==> src/rtl/gprf_pkg.sv <==
package gprf_pkg;

    localparam int GPR_W          = 32;
    localparam int GPR_COUNT      = 8;
    localparam int BYTE_PAIR_REGS = 4;
    localparam int SEG_W          = 16;
    localparam int SEG_COUNT      = 6;

    typedef enum logic [1:0] {
        SZ_DWORD = 2'b00,
        SZ_WORD  = 2'b01,
        SZ_LOW   = 2'b10,
        SZ_HIGH  = 2'b11
    } acc_size_e;

    typedef logic [GPR_W-1:0] gpr_word_t;

    // Registers below BYTE_PAIR_REGS expose bits 15:8 as a byte
    function automatic logic high_ok(input logic [31:0] idx);
        return idx < BYTE_PAIR_REGS;
    endfunction

    // Fold a write slice into a stored word
    function automatic gpr_word_t merge_slice(input gpr_word_t old_v,
                                              input gpr_word_t new_v,
                                              input acc_size_e sz);
        gpr_word_t r;
        r = old_v;
        unique case (sz)
            SZ_DWORD: r = new_v;
            SZ_WORD:  r[15:0] = new_v[15:0];
            SZ_LOW:   r[7:0] = new_v[7:0];
            SZ_HIGH:  r[15:8] = new_v[7:0];
        endcase
        return r;
    endfunction

    // Extract a slice and zero-extend it from bit 0
    function automatic gpr_word_t view_slice(input gpr_word_t v, input acc_size_e sz);
        gpr_word_t r;
        r = '0;
        unique case (sz)
            SZ_DWORD: r = v;
            SZ_WORD:  r[15:0] = v[15:0];
            SZ_LOW:   r[7:0] = v[7:0];
            SZ_HIGH:  r[7:0] = v[15:8];
        endcase
        return r;
    endfunction

endpackage

==> src/rtl/gprf_cell.sv <==
module gprf_cell
    import gprf_pkg::*;
(
    input  logic      clk,
    input  logic      rst,
    input  logic      we,
    input  acc_size_e size,
    input  gpr_word_t wdata,
    output gpr_word_t q
);

    always_ff @(posedge clk) begin
        if (rst) begin
            q <= '0;
        end else if (we) begin
            q <= merge_slice(q, wdata, size);
        end
    end

    // a full-width write lands verbatim
    a_r2_dword_store: assert property (@(posedge clk) disable iff (rst)
        (we && size == SZ_DWORD) |=> (q == $past(wdata)));

    // byte writes keep bits 31:16
    a_r4_byte_upper_kept: assert property (@(posedge clk) disable iff (rst)
        (we && (size == SZ_LOW || size == SZ_HIGH)) |=> (q[31:16] == $past(q[31:16])));

endmodule

==> src/rtl/gprf_read_view.sv <==
module gprf_read_view
    import gprf_pkg::*;
#(
    parameter int NUM_REGS = GPR_COUNT,
    localparam int IDX_W   = $clog2(NUM_REGS)
) (
    input  gpr_word_t          regs [NUM_REGS],
    input  logic [IDX_W-1:0]   idx,
    input  acc_size_e          size,
    output gpr_word_t          data
);

    gpr_word_t sel;

    always_comb begin
        sel = '0;
        for (int i = 0; i < NUM_REGS; i++) begin
            if (idx == IDX_W'(i)) sel = regs[i];
        end
    end

    always_comb begin
        if (size == SZ_HIGH && !high_ok(32'(idx))) data = '0;
        else data = view_slice(sel, size);
    end

    // high-byte reads of registers without a byte pair are zero
    always_comb begin
        if (size == SZ_HIGH && !high_ok(32'(idx)))
            a_r6_high_read_zero: assert (data == '0);
    end

endmodule

==> src/rtl/gprf_seg_bank.sv <==
module gprf_seg_bank
    import gprf_pkg::*;
#(
    parameter int NUM_SEG  = SEG_COUNT,
    parameter int WIDTH    = SEG_W,
    parameter int IDX_W    = 3
) (
    input  logic             clk,
    input  logic             rst,
    input  logic             we,
    input  logic [IDX_W-1:0] widx,
    input  logic [WIDTH-1:0] wdata,
    input  logic [IDX_W-1:0] ridx,
    output logic [WIDTH-1:0] rdata
);

    logic [WIDTH-1:0] seg_q [NUM_SEG];

    for (genvar g = 0; g < NUM_SEG; g++) begin : g_seg
        always_ff @(posedge clk) begin
            if (rst) seg_q[g] <= '0;
            else if (we && widx == IDX_W'(g)) seg_q[g] <= wdata;
        end
    end

    always_comb begin
        rdata = '0;
        for (int i = 0; i < NUM_SEG; i++) begin
            if (ridx == IDX_W'(i)) rdata = seg_q[i];
        end
    end

    // indices past the bank read as zero
    a_r9_oob_read_zero: assert property (@(posedge clk) disable iff (rst)
        (32'(ridx) >= NUM_SEG) |-> (rdata == '0));

    // an in-range write is visible the next cycle at that index
    a_r9_write_lands: assert property (@(posedge clk) disable iff (rst)
        (we && 32'(widx) < NUM_SEG && ridx == widx) |=>
        (($past(ridx) != ridx) || rdata == $past(wdata) || ($past(we) && we && widx == ridx)));

endmodule

==> src/rtl/gprf_ip.sv <==
module gprf_ip
    import gprf_pkg::*;
(
    input  logic      clk,
    input  logic      rst,
    input  logic      we,
    input  logic      word_only,
    input  gpr_word_t wdata,
    output gpr_word_t ip_q
);

    always_ff @(posedge clk) begin
        if (rst) ip_q <= '0;
        else if (we) ip_q <= word_only ? {ip_q[31:16], wdata[15:0]} : wdata;
    end

    // a half write keeps the upper half
    a_r10_upper_kept: assert property (@(posedge clk) disable iff (rst)
        (we && word_only) |=> (ip_q[31:16] == $past(ip_q[31:16]) && ip_q[15:0] == $past(wdata[15:0])));

endmodule

==> src/rtl/gprf_top.sv <==
module gprf_top
    import gprf_pkg::*;
#(
    parameter int NUM_GPR  = GPR_COUNT,
    parameter int NUM_SEG  = SEG_COUNT,
    localparam int IDX_W   = $clog2(NUM_GPR),
    localparam int SIDX_W  = 3
) (
    input  logic              clk,
    input  logic              rst,
    input  logic [IDX_W-1:0]  rd_a_idx,
    input  logic [1:0]        rd_a_size,
    output logic [GPR_W-1:0]  rd_a_data,
    input  logic [IDX_W-1:0]  rd_b_idx,
    input  logic [1:0]        rd_b_size,
    output logic [GPR_W-1:0]  rd_b_data,
    input  logic              wr_en,
    input  logic [IDX_W-1:0]  wr_idx,
    input  logic [1:0]        wr_size,
    input  logic [GPR_W-1:0]  wr_data,
    output logic              wr_err,
    input  logic [SIDX_W-1:0] seg_rd_idx,
    output logic [SEG_W-1:0]  seg_rd_data,
    input  logic              seg_wr_en,
    input  logic [SIDX_W-1:0] seg_wr_idx,
    input  logic [SEG_W-1:0]  seg_wr_data,
    input  logic              ip_wr_en,
    input  logic              ip_wr_word,
    input  logic [GPR_W-1:0]  ip_wr_data,
    output logic [GPR_W-1:0]  ip_full,
    output logic [15:0]       ip_low
);

    localparam int NUM_RD = 2;

    acc_size_e wsize;
    logic      illegal_wr;
    gpr_word_t gpr_q [NUM_GPR];

    assign wsize      = acc_size_e'(wr_size);
    assign illegal_wr = wr_en && wsize == SZ_HIGH && !high_ok(32'(wr_idx));

    for (genvar g = 0; g < NUM_GPR; g++) begin : g_gpr
        gprf_cell u_cell (
            .clk   (clk),
            .rst   (rst),
            .we    (wr_en && !illegal_wr && wr_idx == IDX_W'(g)),
            .size  (wsize),
            .wdata (wr_data),
            .q     (gpr_q[g])
        );
    end

    logic [IDX_W-1:0] rp_idx  [NUM_RD];
    acc_size_e        rp_size [NUM_RD];
    gpr_word_t        rp_data [NUM_RD];

    assign rp_idx[0]  = rd_a_idx;
    assign rp_idx[1]  = rd_b_idx;
    assign rp_size[0] = acc_size_e'(rd_a_size);
    assign rp_size[1] = acc_size_e'(rd_b_size);
    assign rd_a_data  = rp_data[0];
    assign rd_b_data  = rp_data[1];

    for (genvar p = 0; p < NUM_RD; p++) begin : g_rd
        gprf_read_view #(.NUM_REGS(NUM_GPR)) u_view (
            .regs (gpr_q),
            .idx  (rp_idx[p]),
            .size (rp_size[p]),
            .data (rp_data[p])
        );
    end

    always_ff @(posedge clk) begin
        if (rst) wr_err <= 1'b0;
        else     wr_err <= illegal_wr;
    end

    gprf_seg_bank #(.NUM_SEG(NUM_SEG), .WIDTH(SEG_W), .IDX_W(SIDX_W)) u_seg (
        .clk   (clk),
        .rst   (rst),
        .we    (seg_wr_en),
        .widx  (seg_wr_idx),
        .wdata (seg_wr_data),
        .ridx  (seg_rd_idx),
        .rdata (seg_rd_data)
    );

    gprf_ip u_ip (
        .clk       (clk),
        .rst       (rst),
        .we        (ip_wr_en),
        .word_only (ip_wr_word),
        .wdata     (ip_wr_data),
        .ip_q      (ip_full)
    );

    assign ip_low = ip_full[15:0];

    // reset leaves the pointer cleared and no error pending
    a_r1_reset_clear: assert property (@(posedge clk)
        rst |=> (ip_full == '0 && !wr_err && gpr_q[0] == '0));

    // a rejected write pulses the error flag
    a_r6_err_pulse: assert property (@(posedge clk) disable iff (rst)
        (wr_en && wsize == SZ_HIGH && 32'(wr_idx) >= BYTE_PAIR_REGS) |=> wr_err);

    // a rejected write leaves its target intact
    a_r6_target_intact: assert property (@(posedge clk) disable iff (rst)
        (wr_en && wsize == SZ_HIGH && 32'(wr_idx) >= BYTE_PAIR_REGS) |=>
        (gpr_q[$past(wr_idx)] == $past(gpr_q[wr_idx])));

    // a word write keeps bits 31:16
    a_r3_upper_kept: assert property (@(posedge clk) disable iff (rst)
        (wr_en && wsize == SZ_WORD) |=>
        (gpr_q[$past(wr_idx)][31:16] == $past(gpr_q[wr_idx][31:16])));

    // the read before an edge shows the pre-write value
    a_r8_read_old: assert property (@(posedge clk) disable iff (rst)
        (wr_en && rd_a_idx == wr_idx && rp_size[0] == SZ_DWORD) |-> (rd_a_data == gpr_q[wr_idx]));

endmodule

==> config.mk <==
export PLATFORM = sky130hd
export DESIGN_NAME = gprf_top
export DESIGN_NICKNAME = d
export VERILOG_FILES = /design/src/rtl/gprf_pkg.sv /design/src/rtl/gprf_cell.sv /design/src/rtl/gprf_read_view.sv /design/src/rtl/gprf_seg_bank.sv /design/src/rtl/gprf_ip.sv /design/src/rtl/gprf_top.sv
export SDC_FILE = /design/constraint.sdc
export NUM_CORES = 1
export LEC_CHECK = 0
export BUFFER_PORTS_ARGS = -buffer_cell sky130_fd_sc_hd__buf_2
export CAP_MARGIN = 20
export CORE_MARGIN = 2
export CORE_UTILIZATION = 30
export DETAILED_ROUTE_END_ITERATION = 16
export SLEW_MARGIN = 40
export SYNTH_ARGS = -nofsm -noshare
export SYNTH_HDL_FRONTEND = slang
export SYNTH_SLANG_ARGS = --single-unit
==> constraint.sdc <==
create_clock -name clk -period 4.01 [get_ports clk]
set_clock_uncertainty 0.2 [all_clocks]
set_input_delay 0.802 -clock clk [delete_from_list [all_inputs] [get_ports clk]]
set_output_delay 0.802 -clock clk [all_outputs]
set_load 0.005 [all_outputs]
Yosys cells after proc, flatten, opt, wreduce, memory -nomap -nowiden. Memory sizes are Yosys's and may differ from the RTL's. Index checks and enable logic that the tools add are counted.

Flip-flop bits (word level): 289. Latch bits: 0. Bits in writable memories: 96. Memory bits (read-only): 0. Input port bits: 107. Output and inout bits: 129. Word-level logic and storage cells: 198. Memories kept: 1.

$add $sub $neg: 0. $mul: 0. Divide/modulo/power cells: 0. $lt $le $gt $ge: 3. Equal/unequal tests: 40. Shift-type cells: 0. Mux-type cells: 57. Bitwise logic cells: 7. Reductions and logical operators: 63.

Memory list: u_seg.seg_q (depth 6, width 16, read ports 6, clocked after Yosys merged registers in 0, wr ports 6, RTL line gprf_seg_bank.sv:17) `logic [WIDTH-1:0] seg_q [NUM_SEG];`.

Operators with widths (count): 32-bit 2-to-1 mux (18); 16-bit 2-to-1 mux (14); 2-bit AND reduction (25); 3-bit == test, second input constant (16); 8-bit one-hot mux with 2 select lines (3); 3-bit by 2-bit == test with 1-bit output, second input constant (10); 1-bit 2-to-1 mux (20); 1-bit logical AND (19); 8-bit 2-to-1 mux (2); 3-bit by 1-bit == test with 1-bit output, second input constant (5); 3-bit zero test (5); 2-bit == test, second input constant (6); 3-bit < comparator, second input constant (3); 3-bit OR reduction (3); 2-bit by 1-bit == test with 1-bit output, second input constant (3); 2-bit zero test (3); 1-bit OR (6); 2-bit OR reduction (3); 1-bit zero test (4); 2-bit nonzero test (1); 1-bit inverter (1).

Depth between registers and ports, before layout. Gate-level depths: netlist of the first run.

Depth in word-level cells: 11. Depth in mapped cells: 8. Gate-level depth less buffers: 4.

Cells and area by module. From an unflattened synthesis of the first run, not the netlist that was laid out.

Cell total of the unflattened synthesis: 2276. Area, all modules: 21936.0 µm².

By module, submodules not included: gprf_cell (times used 8, cells an instance 157, area each 1347.5 µm², sequential area each 640.6 µm²); gprf_read_view (times used 2, cells an instance 266, area each 2531.2 µm², sequential area each 0.0 µm²); gprf_seg_bank (times used 1, cells an instance 333, area each 4564.4 µm², sequential area each 2882.8 µm²); gprf_ip (times used 1, cells an instance 123, area each 1300.0 µm², sequential area each 640.6 µm²); gprf_top (times used 1, cells an instance 32, area each 229.0 µm², sequential area each 20.0 µm²).

Least setup slack after synthesis of the first run. No wires, ideal clock.

Path kind: in2out. From: in rd_a_idx[0]. To: out rd_a_data[0]. Data arrival time: 2.094 ns. Required time: 3.008 ns. Path slack: 0.914 ns. Cell stages on the path: 7. Path buffers: 4. Cells stage by stage: buf_2 buf_4 buf_2 buf_2 mux4_2 nand3_1 o21ai_0.

Cells in the longest elaborated chain, start to end: 11. Elaborated cells between the ends (all ways): 21. Classes of those cells: order compare (1); eq/ne (7); mux (10); reduce/logical (3).

Ends and longest elaborated chain: start: declaration (RTL line gprf_top.sv:11) `input logic [IDX_W-1:0] rd_a_idx,`; 3-bit zero test (RTL line gprf_read_view.sv:18) `if (idx == IDX_W'(i)) sel = regs[i];`; 32-bit 2-to-1 mux (8 in a row) (RTL line gprf_read_view.sv:18); 8-bit one-hot mux with 2 select lines (RTL line gprf_pkg.sv:42) `unique case (sz)`; 32-bit 2-to-1 mux * (RTL line gprf_read_view.sv:23) `if (size == SZ_HIGH && !high_ok(32'(idx))) data = '0;`; end: declaration (RTL line gprf_top.sv:13) `output logic [GPR_W-1:0] rd_a_data,`.

Mark *: on every way between the ends. The rest lies on a longest branch, timed or not.

Worst setup path after layout of the first run.
From: in rd_b_idx[1]. To: out rd_b_data[14].

Cells in the longest elaborated chain, start to end: 11. Elaborated cells between the ends (all ways): 21. Classes of those cells: order compare (1); eq/ne (7); mux (10); reduce/logical (3).

Ends and longest elaborated chain: start: declaration (RTL line gprf_top.sv:14) `input logic [IDX_W-1:0] rd_b_idx,`; 3-bit zero test (RTL line gprf_read_view.sv:18); 32-bit 2-to-1 mux (8 in a row) (RTL line gprf_read_view.sv:18); 8-bit 2-to-1 mux (RTL line gprf_pkg.sv:42); 32-bit 2-to-1 mux * (RTL line gprf_read_view.sv:23); end: declaration (RTL line gprf_top.sv:16) `output logic [GPR_W-1:0] rd_b_data,`.

Marked as above.

==> results of run 1 <==
## Yosys cell counts, types with 3 or more instances
master	n
edfxtp_1	96
nor3_1	6
buf_4	23
nor2_1	237
a311oi_1	3
a21o_1	4
o21ai_0	35
nor3_4	3
a22oi_1	8
and2_1	111
mux2i_1	170
buf_1	10
o31ai_1	5
dfxtp_1	289
nor2b_1	7
a31oi_1	8
a21oi_1	140
o221ai_1	51
buf_6	5
nor4_1	6
a211oi_1	69
nand2b_1	22
mux2_2	54
o22ai_1	52
mux4_2	61
o32ai_1	4
nand3_1	30
a221o_1	3
buf_2	52
a221oi_1	4
nand2_1	239
nor3_2	5
o2bb2ai_1	7
o221a_2	5
nor4_4	4
o211ai_1	4
clkbuf_1	109
inv_1	21
## power groups by stage
| stage | registers (mW) | logic [mW] | clock network [mW] |
|---|---|---|---|
| after global placement | 4.23 | 0.932 | 0 |
| after CTS | 4.15 | 0.948 | 4.22 |
| after floorplan | 4.22 | 0.584 | 0 |
| after global routing | 4.16 | 1.03 | 4.38 |
| after detailed placement | 4.24 | 0.946 | 0 |
| final | 4.15 | 0.959 | 4.12 |
## placed cells by master, fill, tap and decap left out, types with 8 or more instances in the layout
| cell | netlist | routed |
|---|---|---|
| a211oi_1 | 69 | 69 |
| a21oi_1 | 140 | 140 |
| a22oi_1 | 8 | 8 |
| a31oi_1 | 8 | 8 |
| and2_1 | 111 | 105 |
| buf_12 | 0 | 8 |
| buf_2 | 52 | 232 |
| buf_4 | 23 | 67 |
| clkbuf_1 | 109 | 9 |
| clkbuf_16 | 0 | 45 |
| clkinv_2 | 0 | 10 |
| dfxtp_1 | 289 | 289 |
| edfxtp_1 | 96 | 96 |
| inv_1 | 21 | 21 |
| mux2_2 | 54 | 54 |
| mux2i_1 | 170 | 170 |
| mux4_2 | 61 | 61 |
| nand2_1 | 239 | 238 |
| nand2b_1 | 22 | 22 |
| nand3_1 | 30 | 30 |
| nor2_1 | 237 | 237 |
| o21ai_0 | 35 | 31 |
| o221ai_1 | 51 | 51 |
| o22ai_1 | 52 | 52 |
## cell families after synthesis
family,share of synthesized area (%)
flip-flops,44.92
AO/OA/AOI/OAI,14.03
multiplexers,19.09
AND/OR/NAND/NOR,16.66
buffers and inverters,5.304
## registers in the layout, indices dropped and copies added (netlist names)
register / count
g_gpr.u_cell.q: 256
u_ip.ip_q: 32
u_seg.seg_q: 96
wr_err: 1
## worst min-delay path by stage
stage,startpoint,to,slack (ns),depth (start not counted)
after floorplan,g_gpr[3].u_cell.q[16],g_gpr[3].u_cell.q[16],0.24,2
after global routing,ip_wr_data[12],u_ip.ip_q[12],0.25,3
final,u_ip.ip_q[25],u_ip.ip_q[25],0.25,2
after global placement,u_ip.ip_q[17],u_ip.ip_q[17],0.24,2
after CTS,ip_wr_data[31],u_ip.ip_q[31],0.23,3
after detailed placement,u_ip.ip_q[25],u_ip.ip_q[25],0.24,2
## worst min-delay path, cell delays in order, from the launching register on
cell and delay, ns:
dfxtp_1 0.30, nand2_1 0.05, a21oi_1 0.05
## through the flow
step                util [%]  instance area [um^2]  setup slack, ns
global route           36.04                 22810           0.2444
CTS                    35.97                 22770           0.4001
global placement       33.61                 21280           0.4133
detailed placement     33.64                 21300           0.4054
floorplan                  -                 19300           0.9138
finish                 36.05                 22820           0.3620
## routing by layer
layer | vias up | GRT usage, %
met5 | - | 0
met3 | 143 | 4.181
li1 | 7479 | -
met2 | 751 | 29.59
met1 | 7866 | 23.64
met4 | 6 | 7.579
## layout make-up
cell class                      count  area, um^2  area share [%]
Timing Repair Buffer              310        1882           8.245
Sequential cell                   385        8668           37.98
Multi-Input combinational cell   1385        9648           42.27
Antenna cell                        4       10.01         0.04385
Tap cell                          846        1059           4.638
Inverter                           22       82.58          0.3618
Clock inverter                     19       219.0          0.9593
Clock buffer                       61        1256           5.504
==> results_dict.tcl, run 1 <==
set metrics [dict create \
    outcome "completed" \
    layout-drive-gt1-share_pct 24.34 \
    final.period_utilization_pct 90.97 \
    highest_layer "met5" \
    cts_buffers 45 \
    drtIter0Drc 1373 \
    period_needed_ns 3.648 \
    peakVddDrop_mv 0.2759 \
    path_cells "buf_2 > buf_4 > buf_4 > o22ai_1 > a2111oi_0 > buf_2" \
    cp.depth 6 \
    synthArstFlopShare_pct 0 \
    seq_power_share_pct 45.0 \
    yosysUniqueCellTypes 61 \
    rr_endpoint "g_gpr[3].u_cell.q[3]" \
    die_h_um 257.6 \
    syn_to_final_growth_pct 18.29 \
    grt-ovfl-total 0 \
    grt_first_pass_wirelength_mm 94.95 \
    total_leakage_power_nw 8.440 \
    dp.cells 2947 \
    tritoncts "yes" \
    p_comb_share_pct 10.4 \
    relSlewSlack_pct 40.79 \
    r2r_cells 2 \
    route.met2.wl_mm 29.16 \
    cts.sinks 385 \
    synth-edff-count 96 \
    finalSetupViolations 0 \
    hold_class "reg2reg" \
    r2r_slack_ns 3.03 \
    synthesis.nets 2099 \
    required_ns 3.01 \
    cpLargestDelayFamily "buffers and inverters" \
    root_buffer "clkbuf_16" \
    critPathCaptureType "output pin" \
    synth_ff_type "dfxtp_1" \
    grt_pass1_vias 16020 \
    ant_nets 0 \
    vias 16245 \
    synth_area_leaders "dfxtp_1 (30%), edfxtp_1 (15%), mux2i_1 (8.8%), mux4_2 (7.1%), nand2_1 (4.6%)" \
    cp_max_fo 21 \
    fmaxAchievable_mhz 274.1 \
    path_buf_inv 4 \
    wl_per_cell_um 20.73 \
    swShare_pct 25.70 \
    place_congestion 0.9040 \
    power_density_mw_per_mm2 404.6 \
    routed_wirelength_mm 62.85 \
    fin_tns_setup_ns 0 \
    firstDrtPassIters 5 \
    cp_slowest_cell "a2111oi_0" \
    grt_max_degree 196 \
    nNetsFinal 2256 \
    initial_core_util_pct 30.48 \
    slowest_delay_ns 0.58 \
    clockBufferDepth 3 \
    rsz0062_at_grt "no" \
    cp.arrival_ns 2.65 \
    crit_path_end "rd_b_data[14]" \
    rows 92 \
    clk_latency_ns 0.56 \
    wl_met1_mm 25.07 \
    postCtsSetupBuffers 0 \
    die_w_um 257.6 \
    finalHoldWorstSlack_ns 0.2512 \
    track_usage_pct 18.33 \
    synth_top_area_share_pct 29.98 \
    antenna_found_initial 8 \
    maxCapViolCount 0 \
    yosysSeqAreaShare_pct 44.92 \
    syn_inst 1992 \
    boundaryPins 236 \
    fillCellCount 6390 \
    ctsHtreeMaxLevel 2 \
    yosysWarnings 0 \
    hold_buffers 0 \
    hold_viol 0 \
    worstSetupStartpoint "rd_b_idx[1]" \
    port_buffers 235 \
    core_mm2 0.06331 \
    ys_ff_latch 385 \
    power.total_mw 9.234 \
    drc_errors 0 \
    clkTransAtPathRegs_ns 0.06 \
    met3WireLength_mm 6.258 \
    yosys.area.top_type "dfxtp_1" \
    p_int_mw 6.861 \
    viasPerCell 5.358 \
    power_frac_clock_pct 44.6 \
    cp-start-kind "input port" \
    p_sw_mw 2.374 \
    dpl.hpwl_mm 42.34 \
    netlist_area_mm2 0.01930 \
    cts_resized 0 \
    avgSynthCellArea_um2 9.687 \
    die-area_mm2 0.06637 \
    fin_cells 3032 \
    maxSlewViolCount 0 \
    reg2reg_from "g_gpr[3].u_cell.q[3]" \
    timing_worst_setup_path_type "in2out" \
    worstMarginPinSlew_ns 0.8852 \
]
(Power assumes the default switching activity.)
==> inputs of run 2 (changes only) <==
--- a/config.mk
+++ b/config.mk
@@ -10,6 +10,7 @@
 export CORE_MARGIN = 2
 export CORE_UTILIZATION = 30
 export DETAILED_ROUTE_END_ITERATION = 16
+export PLACE_DENSITY = 0.49
 export SLEW_MARGIN = 40
 export SYNTH_ARGS = -nofsm -noshare
 export SYNTH_HDL_FRONTEND = slang
==> results_dict.tcl, run 2 (same netlist as run 1, synthesis figures left out) <==
set metrics [dict create \
    fin_tns_setup_ns 0 \
    worstMarginPinSlew_ns 0.8505 \
    grtUsageMet3_pct 3.494 \
    hold_viol 0 \
    timing_worst_setup_path_type "in2out" \
    clk_latency_ns 0.60 \
    die_w_um 257.6 \
    total_leakage_power_nw 8.575 \
    drtIter0Drc 1217 \
    initial_core_util_pct 30.48 \
    grt_max_degree 181 \
    postCtsSetupBuffers 0 \
    finish.instance_area_mm2 0.02310 \
    finalSetupViolations 0 \
    maxCapViolCount 0 \
    period_needed_ns 3.637 \
    tritoncts "yes" \
    maxSlewViolCount 0 \
    slowest_delay_ns 0.62 \
    rows 92 \
    reg_top3 "g_gpr.u_cell.q (256), u_seg.seg_q (96), u_ip.ip_q (32)" \
    clkTransAtPathRegs_ns 0.05 \
    cts.sinks 385 \
    cp_slowest_cell "a2111oi_0" \
    track_usage_pct 19.47 \
    wl_per_cell_um 21.79 \
    critPathCaptureType "output pin" \
    grt-busiest-layer "met2" \
    port_buffers 235 \
    power.total_mw 9.796 \
    root_buffer "clkbuf_16" \
    power_density_mw_per_mm2 424.0 \
    final.period_utilization_pct 90.70 \
    boundaryPins 236 \
    core_mm2 0.06331 \
    final_cell_mix "dfxtp_1 (289), nor2_1 (237), nand2_1 (236)" \
    viasPerCell 5.275 \
    peakVddDrop_mv 0.2978 \
    dpl.hpwl_mm 44.39 \
    multi_input_area_mm2 0.009668 \
    vias 16047 \
    rsz0062_at_grt "no" \
    grt_pass1_vias 16025 \
    syn_to_final_growth_pct 19.73 \
    r2r_cells 2 \
    nNetsFinal 2266 \
    final_common_cell "dfxtp_1" \
    cp.arrival_ns 2.63 \
    hold_buffers 0 \
    seq_area_mm2 0.008668 \
    place_congestion 0.8473 \
    grt_use_met1_pct 26.20 \
    cts_resized 0 \
    hold_class "reg2reg" \
    grt-ovfl-total 0 \
    ctsHtreeMaxLevel 2 \
    place_area_mm2 0.02138 \
    clockBufferDepth 3 \
    cts_buffers 45 \
    relSlewSlack_pct 43.12 \
    routed_wirelength_mm 66.30 \
    fillCellCount 6428 \
    layout-drive-gt1-share_pct 24.84 \
    finalHoldWorstSlack_ns 0.2507 \
    antenna_found_initial 8 \
    outcome "completed" \
    firstDrtPassIters 5 \
    die_h_um 257.6 \
    min_path_cells 2 \
    cp_max_fo 23 \
    largest_reg_flops 256 \
    path_cells "buf_4 > nand2b_1 > o22ai_1 > a2111oi_0 > buf_2" \
    die-area_mm2 0.06637 \
    drc_errors 0 \
    regMostFlops "g_gpr.u_cell.q" \
    cp-start-kind "input port" \
    required_ns 3.01 \
    use_met2_pct 31.32 \
    fmaxAchievable_mhz 275.0 \
    grt_first_pass_wirelength_mm 99.94 \
    ant_nets 0 \
]
-- run 2: cell types whose count changed in the layout (fill, tap and decap cells not counted), sizes merged --
| cell | before | now |
|---|---|---|
| buf | 310 | 320 |
| bufinv | 3 | 11 |
| clkinv | 13 | 9 |
| clkinvlp | 2 | 0 |
| diode | 4 | 2 |
-- run 2: layer usage --
metal,up-vias,wire length [um]
li1,7508,-
met5,-,28
met1,7843,29020
met4,6,2235
met3,123,4597
met2,567,30410
-- run 2: power breakdown --
part           leakage [nW]  switching [mW]  internal, mW
Clock                 0.824            1.75          2.92
Sequential             3.27          0.0578          4.10
Combinational          4.48           0.603         0.365
Total                  8.58            2.42          7.38
-- run 2: stage by stage --
step / util (%) / cells / setup slack (ns)
finish: 36.49 / 3042 / 0.3730
global route: 36.48 / 3040 / 0.1982
CTS: 36.43 / 3039 / 0.3564
detailed placement: 33.78 / 2957 / 0.3646
global placement: 33.71 / 2953 / 0.3555
floorplan: - / 1992 / 0.9138
-- run 2: worst max-delay path: cells and delay by family --
kind | cells | cell delay, ns
buf+inv | 2 | 0.54
compound gates | 2 | 0.76
simple gates | 1 | 0.51
-- run 2: area by class of cell --
class                           instances  area share (%)
Clock buffer                           61           5.437
Multi-Input combinational cell       1385           41.85
Sequential cell                       385           37.52
Clock inverter                         21           1.836
Timing Repair Buffer                  320           8.400
Tap cell                              846           4.582
Antenna cell                            2         0.02166
Inverter                               22          0.3574
-- run 2: final timing paths --
check / startpoint / endpoint / slack (ns)
setup / recovery: rd_a_idx[0] / rd_a_data[8] / 0.37
hold / removal: u_ip.ip_q[19] / u_ip.ip_q[19] / 0.25
setup reg to reg: g_gpr[3].u_cell.q[1] / g_gpr[3].u_cell.q[1] / 2.96
hold reg to reg: u_ip.ip_q[19] / u_ip.ip_q[19] / 0.25
